===== config.mk =====
export PLATFORM = sky130hd
export DESIGN_NAME = seg_xlat_unit
export DESIGN_NICKNAME = d
export VERILOG_FILES = /design/src/rtl/seg_xlat_pkg.sv /design/src/rtl/seg_desc_table.sv /design/src/rtl/seg_fault_eval.sv /design/src/rtl/seg_addr_gen.sv /design/src/rtl/seg_xlat_unit.sv
export SDC_FILE = /design/constraint.sdc
export NUM_CORES = 1
export LEC_CHECK = 0
export BUFFER_PORTS_ARGS = -buffer_cell sky130_fd_sc_hd__buf_2
export CAP_MARGIN = 20
export CORE_ASPECT_RATIO = 0.5
export CORE_MARGIN = 4
export CORE_UTILIZATION = 50
export DETAILED_ROUTE_END_ITERATION = 8
export GPL_ROUTABILITY_DRIVEN = 0
export PLACE_DENSITY_LB_ADDON = 0.15
export SYNTH_ARGS = -nofsm -noshare
export SYNTH_HDL_FRONTEND = slang
export SYNTH_HIERARCHICAL = 1
export SYNTH_SLANG_ARGS = --single-unit

===== constraint.sdc =====
create_clock -name clk -period 4.93 [get_ports clk]
set_input_delay 0.493 -clock clk [delete_from_list [all_inputs] [get_ports clk]]
set_output_delay 0.493 -clock clk [all_outputs]
set_load 0.02 [all_outputs]

===== src/rtl/seg_xlat_pkg.sv =====
package seg_xlat_pkg;

    typedef enum logic [1:0] {
        FLT_NONE   = 2'd0,
        FLT_ABSENT = 2'd1,
        FLT_BOUND  = 2'd2,
        FLT_RIGHTS = 2'd3
    } fault_e;

    typedef enum logic [1:0] {
        ACC_READ  = 2'd0,
        ACC_WRITE = 2'd1,
        ACC_EXEC  = 2'd2,
        ACC_BAD   = 2'd3
    } acc_e;

    localparam int RIGHTS_W = 3;
    localparam int RGT_RD   = 0;
    localparam int RGT_WR   = 1;
    localparam int RGT_EX   = 2;

endpackage


===== src/rtl/seg_desc_table.sv =====
module seg_desc_table
    import seg_xlat_pkg::*;
#(
    parameter int SEL_W = 3,
    parameter int PA_W  = 20,
    parameter int LIM_W = 13
) (
    input  logic                clk,
    input  logic                rst_n,
    input  logic                wr_en,
    input  logic [SEL_W-1:0]    wr_sel,
    input  logic [PA_W-1:0]     wr_base,
    input  logic [LIM_W-1:0]    wr_limit,
    input  logic [RIGHTS_W-1:0] wr_rights,
    input  logic                wr_present,
    input  logic [SEL_W-1:0]    rd_sel,
    output logic [PA_W-1:0]     rd_base,
    output logic [LIM_W-1:0]    rd_limit,
    output logic [RIGHTS_W-1:0] rd_rights,
    output logic                rd_present
);
    localparam int DEPTH = 1 << SEL_W;

    logic [PA_W-1:0]     base_q   [DEPTH];
    logic [LIM_W-1:0]    limit_q  [DEPTH];
    logic [RIGHTS_W-1:0] rights_q [DEPTH];
    logic [DEPTH-1:0]    present_q;

    always_ff @(posedge clk or negedge rst_n) begin
        if (!rst_n) begin
            for (int i = 0; i < DEPTH; i++) begin
                base_q[i]   <= '0;
                limit_q[i]  <= '0;
                rights_q[i] <= '0;
            end
            present_q <= '0;
        end else if (wr_en) begin
            base_q[wr_sel]    <= wr_base;
            limit_q[wr_sel]   <= wr_limit;
            rights_q[wr_sel]  <= wr_rights;
            present_q[wr_sel] <= wr_present;
        end
    end

    always_comb begin
        rd_base    = base_q[rd_sel];
        rd_limit   = limit_q[rd_sel];
        rd_rights  = rights_q[rd_sel];
        rd_present = present_q[rd_sel];
    end

endmodule


===== src/rtl/seg_fault_eval.sv =====
module seg_fault_eval
    import seg_xlat_pkg::*;
#(
    parameter int OFS_W = 12,
    parameter int LIM_W = 13
) (
    input  logic                d_present,
    input  logic [LIM_W-1:0]    d_limit,
    input  logic [RIGHTS_W-1:0] d_rights,
    input  logic [OFS_W-1:0]    offset,
    input  acc_e                kind,
    output fault_e              fault
);
    logic [LIM_W-1:0] ofs_ext;
    logic             kind_ok;

    assign ofs_ext = LIM_W'(offset);

    always_comb begin
        unique case (kind)
            ACC_READ:  kind_ok = d_rights[RGT_RD];
            ACC_WRITE: kind_ok = d_rights[RGT_WR];
            ACC_EXEC:  kind_ok = d_rights[RGT_EX];
            default:   kind_ok = 1'b0;
        endcase
    end

    always_comb begin
        if (!d_present)
            fault = FLT_ABSENT;
        else if (ofs_ext >= d_limit)
            fault = FLT_BOUND;
        else if (!kind_ok)
            fault = FLT_RIGHTS;
        else
            fault = FLT_NONE;
    end

endmodule


===== src/rtl/seg_addr_gen.sv =====
module seg_addr_gen
    import seg_xlat_pkg::*;
#(
    parameter int OFS_W = 12,
    parameter int PA_W  = 20
) (
    input  logic [PA_W-1:0]  base,
    input  logic [OFS_W-1:0] offset,
    input  fault_e           fault,
    output logic [PA_W-1:0]  paddr
);
    logic [PA_W-1:0] sum;

    assign sum   = base + PA_W'(offset);
    assign paddr = (fault == FLT_NONE) ? sum : '0;

endmodule


===== src/rtl/seg_xlat_unit.sv =====
module seg_xlat_unit
    import seg_xlat_pkg::*;
#(
    parameter int SEL_W = 3,
    parameter int OFS_W = 12,
    parameter int PA_W  = 20,
    localparam int LIM_W = OFS_W + 1
) (
    input  logic             clk,
    input  logic             rst_n,
    input  logic             wr_en,
    input  logic [SEL_W-1:0] wr_sel,
    input  logic [PA_W-1:0]  wr_base,
    input  logic [LIM_W-1:0] wr_limit,
    input  logic [2:0]       wr_rights,
    input  logic             wr_present,
    input  logic [SEL_W-1:0] lk_sel,
    input  logic [OFS_W-1:0] lk_offset,
    input  logic [1:0]       lk_kind,
    output logic [PA_W-1:0]  lk_paddr,
    output logic [1:0]       lk_fault
);
    logic [PA_W-1:0]     d_base;
    logic [LIM_W-1:0]    d_limit;
    logic [RIGHTS_W-1:0] d_rights;
    logic                d_present;
    fault_e              fault;

    seg_desc_table #(.SEL_W(SEL_W), .PA_W(PA_W), .LIM_W(LIM_W)) table_i (
        .clk        (clk),
        .rst_n      (rst_n),
        .wr_en      (wr_en),
        .wr_sel     (wr_sel),
        .wr_base    (wr_base),
        .wr_limit   (wr_limit),
        .wr_rights  (wr_rights),
        .wr_present (wr_present),
        .rd_sel     (lk_sel),
        .rd_base    (d_base),
        .rd_limit   (d_limit),
        .rd_rights  (d_rights),
        .rd_present (d_present)
    );

    seg_fault_eval #(.OFS_W(OFS_W), .LIM_W(LIM_W)) eval_i (
        .d_present (d_present),
        .d_limit   (d_limit),
        .d_rights  (d_rights),
        .offset    (lk_offset),
        .kind      (acc_e'(lk_kind)),
        .fault     (fault)
    );

    seg_addr_gen #(.OFS_W(OFS_W), .PA_W(PA_W)) addr_i (
        .base   (d_base),
        .offset (lk_offset),
        .fault  (fault),
        .paddr  (lk_paddr)
    );

    assign lk_fault = fault;

endmodule


* Yosys cells after proc, flatten, opt, wreduce, memory -nomap -nowiden
Index checks and enable logic that the tools add are counted.
** Storage, ports and cells
- Flip-flop bits (word level) :: 296
- Output and inout port bits :: 22
- Logic and storage cells :: 69
** Cells by class
- Add/sub/neg operators :: 1
- Order comparisons :: 7
- Equality and inequality tests :: 2
- Muxes and demuxes :: 28
- Bitwise gates (word level) :: 2
- Reduce and logical (&&, ||, !) cells :: 4
** Operator list (count)
- 160-bit bitwise mux :: 1
- 104-bit bitwise mux :: 1
- 20-bit two-way mux :: 4
- 20-bit binary-select mux with 3-bit select :: 1
- 20-bit demux with 3-bit select :: 1
- 13-bit binary-select mux with 3-bit select :: 1
- 13-bit demux with 3-bit select :: 1
- 13-bit two-way mux :: 3
- 24-bit bitwise mux :: 1
- 20-bit by 12-bit adder with 20-bit output :: 1
- 12-bit by 13-bit greater-or-equal comparator with 1-bit output :: 1
- 3-bit binary-select mux with 3-bit select :: 1
- 3-bit demux with 3-bit select :: 1
- 3-bit two-way mux :: 3
- 8-bit bitwise mux :: 1
- 4-bit greater-or-equal comparator (second input constant) :: 2
- 3-bit by 4-bit < comparator with 1-bit output (second input constant) :: 2
- 3-bit NOT with 4-bit output :: 2
- 2-bit two-way mux :: 3
- 2-bit logical NOT :: 2
- 4-bit by 1-bit < comparator with 1-bit output (second input constant) :: 1
- 1-bit binary-select mux with 3-bit select :: 1
- 1-bit demux with 3-bit select :: 1
- 3-bit by 1-bit greater-or-equal comparator with 1-bit output (second input constant) :: 1
- other kinds (5) :: 7

* Logic depth before layout (Yosys ltp)
- Depth in word-level cells :: 10
- Gate-level depth with buffers :: 16

* Modules after synthesis
The synthesis kept the hierarchy.
** By module, submodules not included
- seg_desc_table :: times used 1, cells an instance 762, area an instance 13228.9 µm²
- seg_addr_gen :: times used 1, cells an instance 143, area an instance 953.4 µm²
- seg_fault_eval :: times used 1, cells an instance 51, area an instance 362.8 µm²

* Least setup slack after synthesis
No wires, ideal clock.
- Kind :: input-to-output
- Start point :: in lk_sel[0]
- End point :: out lk_paddr[17]
- Arrival time :: 4.212 ns
- Setup slack :: 0.225 ns
- Cell stages on the path :: 16
- Cells stage by stage :: buf_6 buf_6 mux4_2 mux2_2 inv_1 ha_1 a21oi_2 o21ai_1 a211o_1 a211oi_1 or2_2 clkbuf_1 clkbuf_1 nor4b_1 a311oi_1 nand3_1
** Between the ends
- Elaborated cells between the ends (all ways) :: 20
- Classes of those cells :: 1 x add/sub; 1 x order compare; 16 x mux; 1 x bitwise; 1 x reduce/logical
** RTL lines
- start: declaration :: line seg_xlat_unit.sv:17 : input logic [SEL_W-1:0] lk_sel,
- 3-bit NOT with 4-bit output (not written as such) :: line seg_desc_table.sv:47 : rd_limit = limit_q[rd_sel];
- 13-bit binary-select mux with 3-bit select :: line seg_desc_table.sv:47
- 13-bit two-way mux (not written as such) (2 in a row) :: line seg_desc_table.sv:47
- net d_limit[8] :: line seg_xlat_unit.sv:24 : logic [LIM_W-1:0] d_limit;
- 12-bit by 13-bit greater-or-equal comparator with 1-bit output :: line seg_fault_eval.sv:31 : else if (ofs_ext >= d_limit)
- 2-bit two-way mux :: line seg_fault_eval.sv:31
- 2-bit two-way mux :: line seg_fault_eval.sv:29 : if (!d_present)
- net lk_fault[0] :: line seg_xlat_unit.sv:21 : output logic [1:0] lk_fault
- 2-bit logical NOT :: line seg_addr_gen.sv:15 : assign paddr = (fault == FLT_NONE) ? sum : '0;
- 20-bit two-way mux :: line seg_addr_gen.sv:15
- end: declaration :: line seg_xlat_unit.sv:20 : output logic [PA_W-1:0] lk_paddr,
The timed path passes the listed nets, and every way through them passes these cells. The select of a mux whose other input is x is not followed.

* Worst setup path in the final report
- Start point :: in lk_sel[0]
- End point :: out lk_paddr[19]
** Between the ends
- Elaborated cells between the ends (all ways) :: 20
- Classes of those cells :: 1 x add/sub; 1 x order compare; 16 x mux; 1 x bitwise; 1 x reduce/logical
** RTL lines (line)
- 3-bit NOT with 4-bit output (not written as such) :: seg_desc_table.sv:47
- 13-bit binary-select mux with 3-bit select :: seg_desc_table.sv:47
- 13-bit two-way mux (not written as such) (2 in a row) :: seg_desc_table.sv:47
- net d_limit[12] :: seg_xlat_unit.sv:24
- 12-bit by 13-bit greater-or-equal comparator with 1-bit output :: seg_fault_eval.sv:31
- 2-bit two-way mux :: seg_fault_eval.sv:31
- 2-bit two-way mux :: seg_fault_eval.sv:29
- 2-bit logical NOT :: seg_addr_gen.sv:15
- 20-bit two-way mux :: seg_addr_gen.sv:15
The timed path passes the listed nets, and every way through them passes these cells. The select of a mux whose other input is x is not followed.

==> flow_metrics.py <==
metrics = {
    "status": {
        "outcome": "finished with violations",
        "violations": "hold timing",
    },
    "clocking": {
        "cts_tree": "built",
        "postCtsHoldBufs": 0,
        "clkLatencyLatePin_ns": 0.56,
        "cts-buffers-inserted": 28,
        "clockBufferDepth": 3,
        "clock_sinks": 296,
        "cts_setup_buffers": 0,
        "htreeDepth": 1,
        "clock-root-buffer": "clkbuf_16",
        "clkTransAtPathRegs_ns": 0.06,
    },
    "critical_path": {
        "critPathTopFamily": "simple AND/OR/NAND/NOR gates",
        "path_class": "primary input to output pin",
        "path_max_fanout": 43,
        "start_kind": "primary input",
        "slowest_stage": "mux4_2",
        "critPathLaunch": "lk_sel[0]",
        "cp_num_buf_inv": 5,
        "worstReg2RegStart": "table_i/base_q[22]",
        "critPathMostFrequentCell": "buf_4",
        "path_cells": "buf_4, buf_16, mux4_2, mux2_2, nand4b_1, nor4_1, a211o_1, a211oi_1, buf_4, nor2_1, buf_4, nand3_1, or3_1, nand4_1, buf_2",
        "cp_data_required_time_ns": 4.44,
        "critPathMaxStageDelay_ns": 0.55,
        "critPathCaptureType": "output pin",
        "reg2reg_slack_ns": 4.12,
        "cp.arrival_ns": 4.21,
    },
    "global_routing": {
        "grtUsageTotal": 0.2140,
        "grt_pass1_vias": 9110,
        "grt_pass1_wl_um": 53700,
        "antenna_found_initial": 1,
        "grt_max_degree": 120,
        "grt.overflow.total": 0,
    },
    "floorplan": {
        "start_util": 0.5159,
        "ios": 82,
        "core_um2": 28190,
        "die_area_um2": 32050,
        "die_x_um": 249.2,
        "num_rows": 43,
        "dieHeight_um": 128.6,
    },
    "layout": {
        "diodes": 0,
        "area_growth_pct": 12.21,
        "final_cells": 1433,
        "drive_gt1_frac": 0.3121,
        "fillers": 2217,
        "post-route-cell-area_um2": 16320,
        "final_nets": 1119,
    },
    "logic_synthesis": {
        "synth_commonest_cells": "296 x dfrtp_1, 240 x mux2_1, 93 x mux2_2",
        "yosysMostFrequentCell": "dfrtp_1",
        "synth-seq-area-share": 0.5092,
        "synth_area_leader_cell": "dfrtp_1",
        "synth_area_per_cell_um2": 15.21,
        "synth_edf_count": 0,
        "yosys_warnings": 6,
        "syn_inst": 956,
        "yosysUniqueCellTypes": 52,
        "ys_ff_latch": 296,
        "synth_top_cell_area_share": 0.5092,
        "synth.area.top_cells": "dfrtp_1 51%, mux2_1 19%, mux4_2 11%",
        "async_reset_ff_frac": 1.000,
        "syn_area_um2": 14550,
        "synthFlopType": "dfrtp_1",
        "synth_nets": 1041,
    },
    "sta": {
        "holdWs_ns": -0.002745,
        "slew_headroom": 0.3665,
        "worst_pin_slew_ns": 0.9503,
        "finalSetupViolations": 0,
        "fin_crit_ns": 4.703,
        "rsz0062_at_grt": "no",
        "fin_skew_ns": 0,
        "max_freq_ghz": 0.2126,
        "report.final.slew_viol_count": 0,
        "hold_viol_final": 1,
        "finalSetupTns_ns": 0,
        "period_share": 0.9541,
    },
    "power": {
        "total_power_mw": 7.109,
        "intPower_mw": 5.120,
        "p_switching_mw": 1.990,
        "clockPowerShare": 0.309,
        "total_leakage_power_nw": 7.031,
        "ir_worst_vdd_mv": 0.2678,
        "power_density_nw_per_um2": 435.6,
        "sequentialPowerShare": 0.453,
        "power_frac_comb": 0.238,
        "p_sw_frac": 0.2799,
    },
    "worst_hold_path": {
        "min_path_type": "primary input to async pin",
    },
    "routing": {
        "drt-met1-wl_um": 15830,
        "wl_per_cell_um": 23.36,
        "drc": 0,
        "via_per_inst": 5.894,
        "antenna_left": 0,
        "drt_wl_total_um": 33480,
        "met3_length_um": 1126,
        "drt_iter0_drc": 513,
        "topRoutingLayerUsed": "met5",
        "vias": 8446,
        "drt_pass1_iterations": 4,
        "wl_met2_um": 15860,
    },
    "placed_design": {
        "placed_area_um2": 15350,
        "portBuffers": 81,
        "dp_cells": 1385,
        "hpwl_um": 20940,
    },
    "run": {
        "maxCapViolations": 0,
    },
}
## timing repair
item / CTS / global route
endpoints found under the hold margin: 0 / 0
resized for setup: 0 / 3
endpoints found under the setup margin: 0 / 5
## flip-flops by register name, summed over array words and instances, names as in the netlist
signal,cells
table_i/base_q,160
table_i/limit_q,104
table_i/rights_q,24
table_i/present_q,8
## path summary, 6_finish.rpt
| kind | cells past startpoint | end |
|---|---|---|
| max in group asynchronous | 2 | table_i/base_q[67] |
| min in group clk | 2 | table_i/limit_q[54] |
| min | 1 | table_i/base_q[117] |
| max reg2reg | 1 | table_i/base_q[22] |
| max | 15 | lk_paddr[19] |
| min reg2reg | 1 | table_i/limit_q[50] |
## stage by stage
| step | worst slack [ns] | utilization | hold WS [ns] |
|---|---|---|---|
| global route | 0.01655 | 0.5789 | 0.07142 |
| floorplan | 0.2253 | - | 0.1974 |
| CTS | 0.1429 | 0.5776 | 0.03914 |
| global placement | 0.2497 | 0.5446 | 0.4613 |
| detailed placement | 0.1551 | 0.5446 | 0.4686 |
| finish | 0.2265 | 0.5789 | -0.002745 |
## kinds of logic after synthesis
group	Yosys count	synth area share
flip-flops	296	0.5092
adder cells (fa/ha/maj)	25	0.02202
XOR/XNOR	6	0.003614
buffers and inverters	75	0.02830
AO/OA/AOI/OAI	60	0.02890
AND/OR/NAND/NOR	86	0.03484
multiplexers	408	0.3731
## layout make-up
| class | instances | area [um^2] | share of cell area |
|---|---|---|---|
| clock buffers | 38 | 798.3 | 0.04891 |
| multi-input cells | 585 | 6751 | 0.4137 |
| clock inverters | 9 | 131.4 | 0.008050 |
| repair buffers | 106 | 690.7 | 0.04232 |
| flip-flops and latches | 296 | 7407 | 0.4538 |
| inverters | 17 | 63.81 | 0.003910 |
| well taps | 382 | 478.0 | 0.02929 |
## layer usage
metal | global-route usage | vias to the layer above
met2 | 0.3547 | 124
li1 | - | 3776
met3 | 0.03636 | 50
met5 | 0 | -
met1 | 0.3052 | 4494
met4 | 0.04358 | 2
## power by group through the flow
stage / sequential [mW] / clock [mW] / combinational, mW
floorplan: 3.16 / 0 / 1.25
global placement: 3.23 / 0 / 1.63
detailed placement: 3.26 / 0 / 1.69
CTS: 3.22 / 2.25 / 1.70
global route: 3.28 / 2.36 / 1.86
finish: 3.22 / 2.20 / 1.69
## placed cells by master, fill, tap and decap left out, types with 3 or more instances in the layout
cell type and instances:
a211oi_1 3, a21o_1 5, a21oi_1 18, a21oi_2 3, a311oi_1 3, and2_1 4
and4bb_2 3, buf_12 5, buf_2 78, buf_4 21, bufinv_16 3, clkbuf_1 4
clkbuf_16 28, clkbuf_8 6, clkinv_2 5, dfrtp_1 296, ha_1 24, inv_1 17
mux2_1 240, mux2_2 93, mux4_2 74, nand2_1 10, nand3_1 11, nand4_1 7
nand4b_1 4, nor2_1 13, nor3_1 7, nor4_1 8, nor4b_1 3, o211ai_1 3
o21ai_0 9, or3_1 6, xnor2_1 3, xor2_1 3
(Power assumes the default switching activity.)
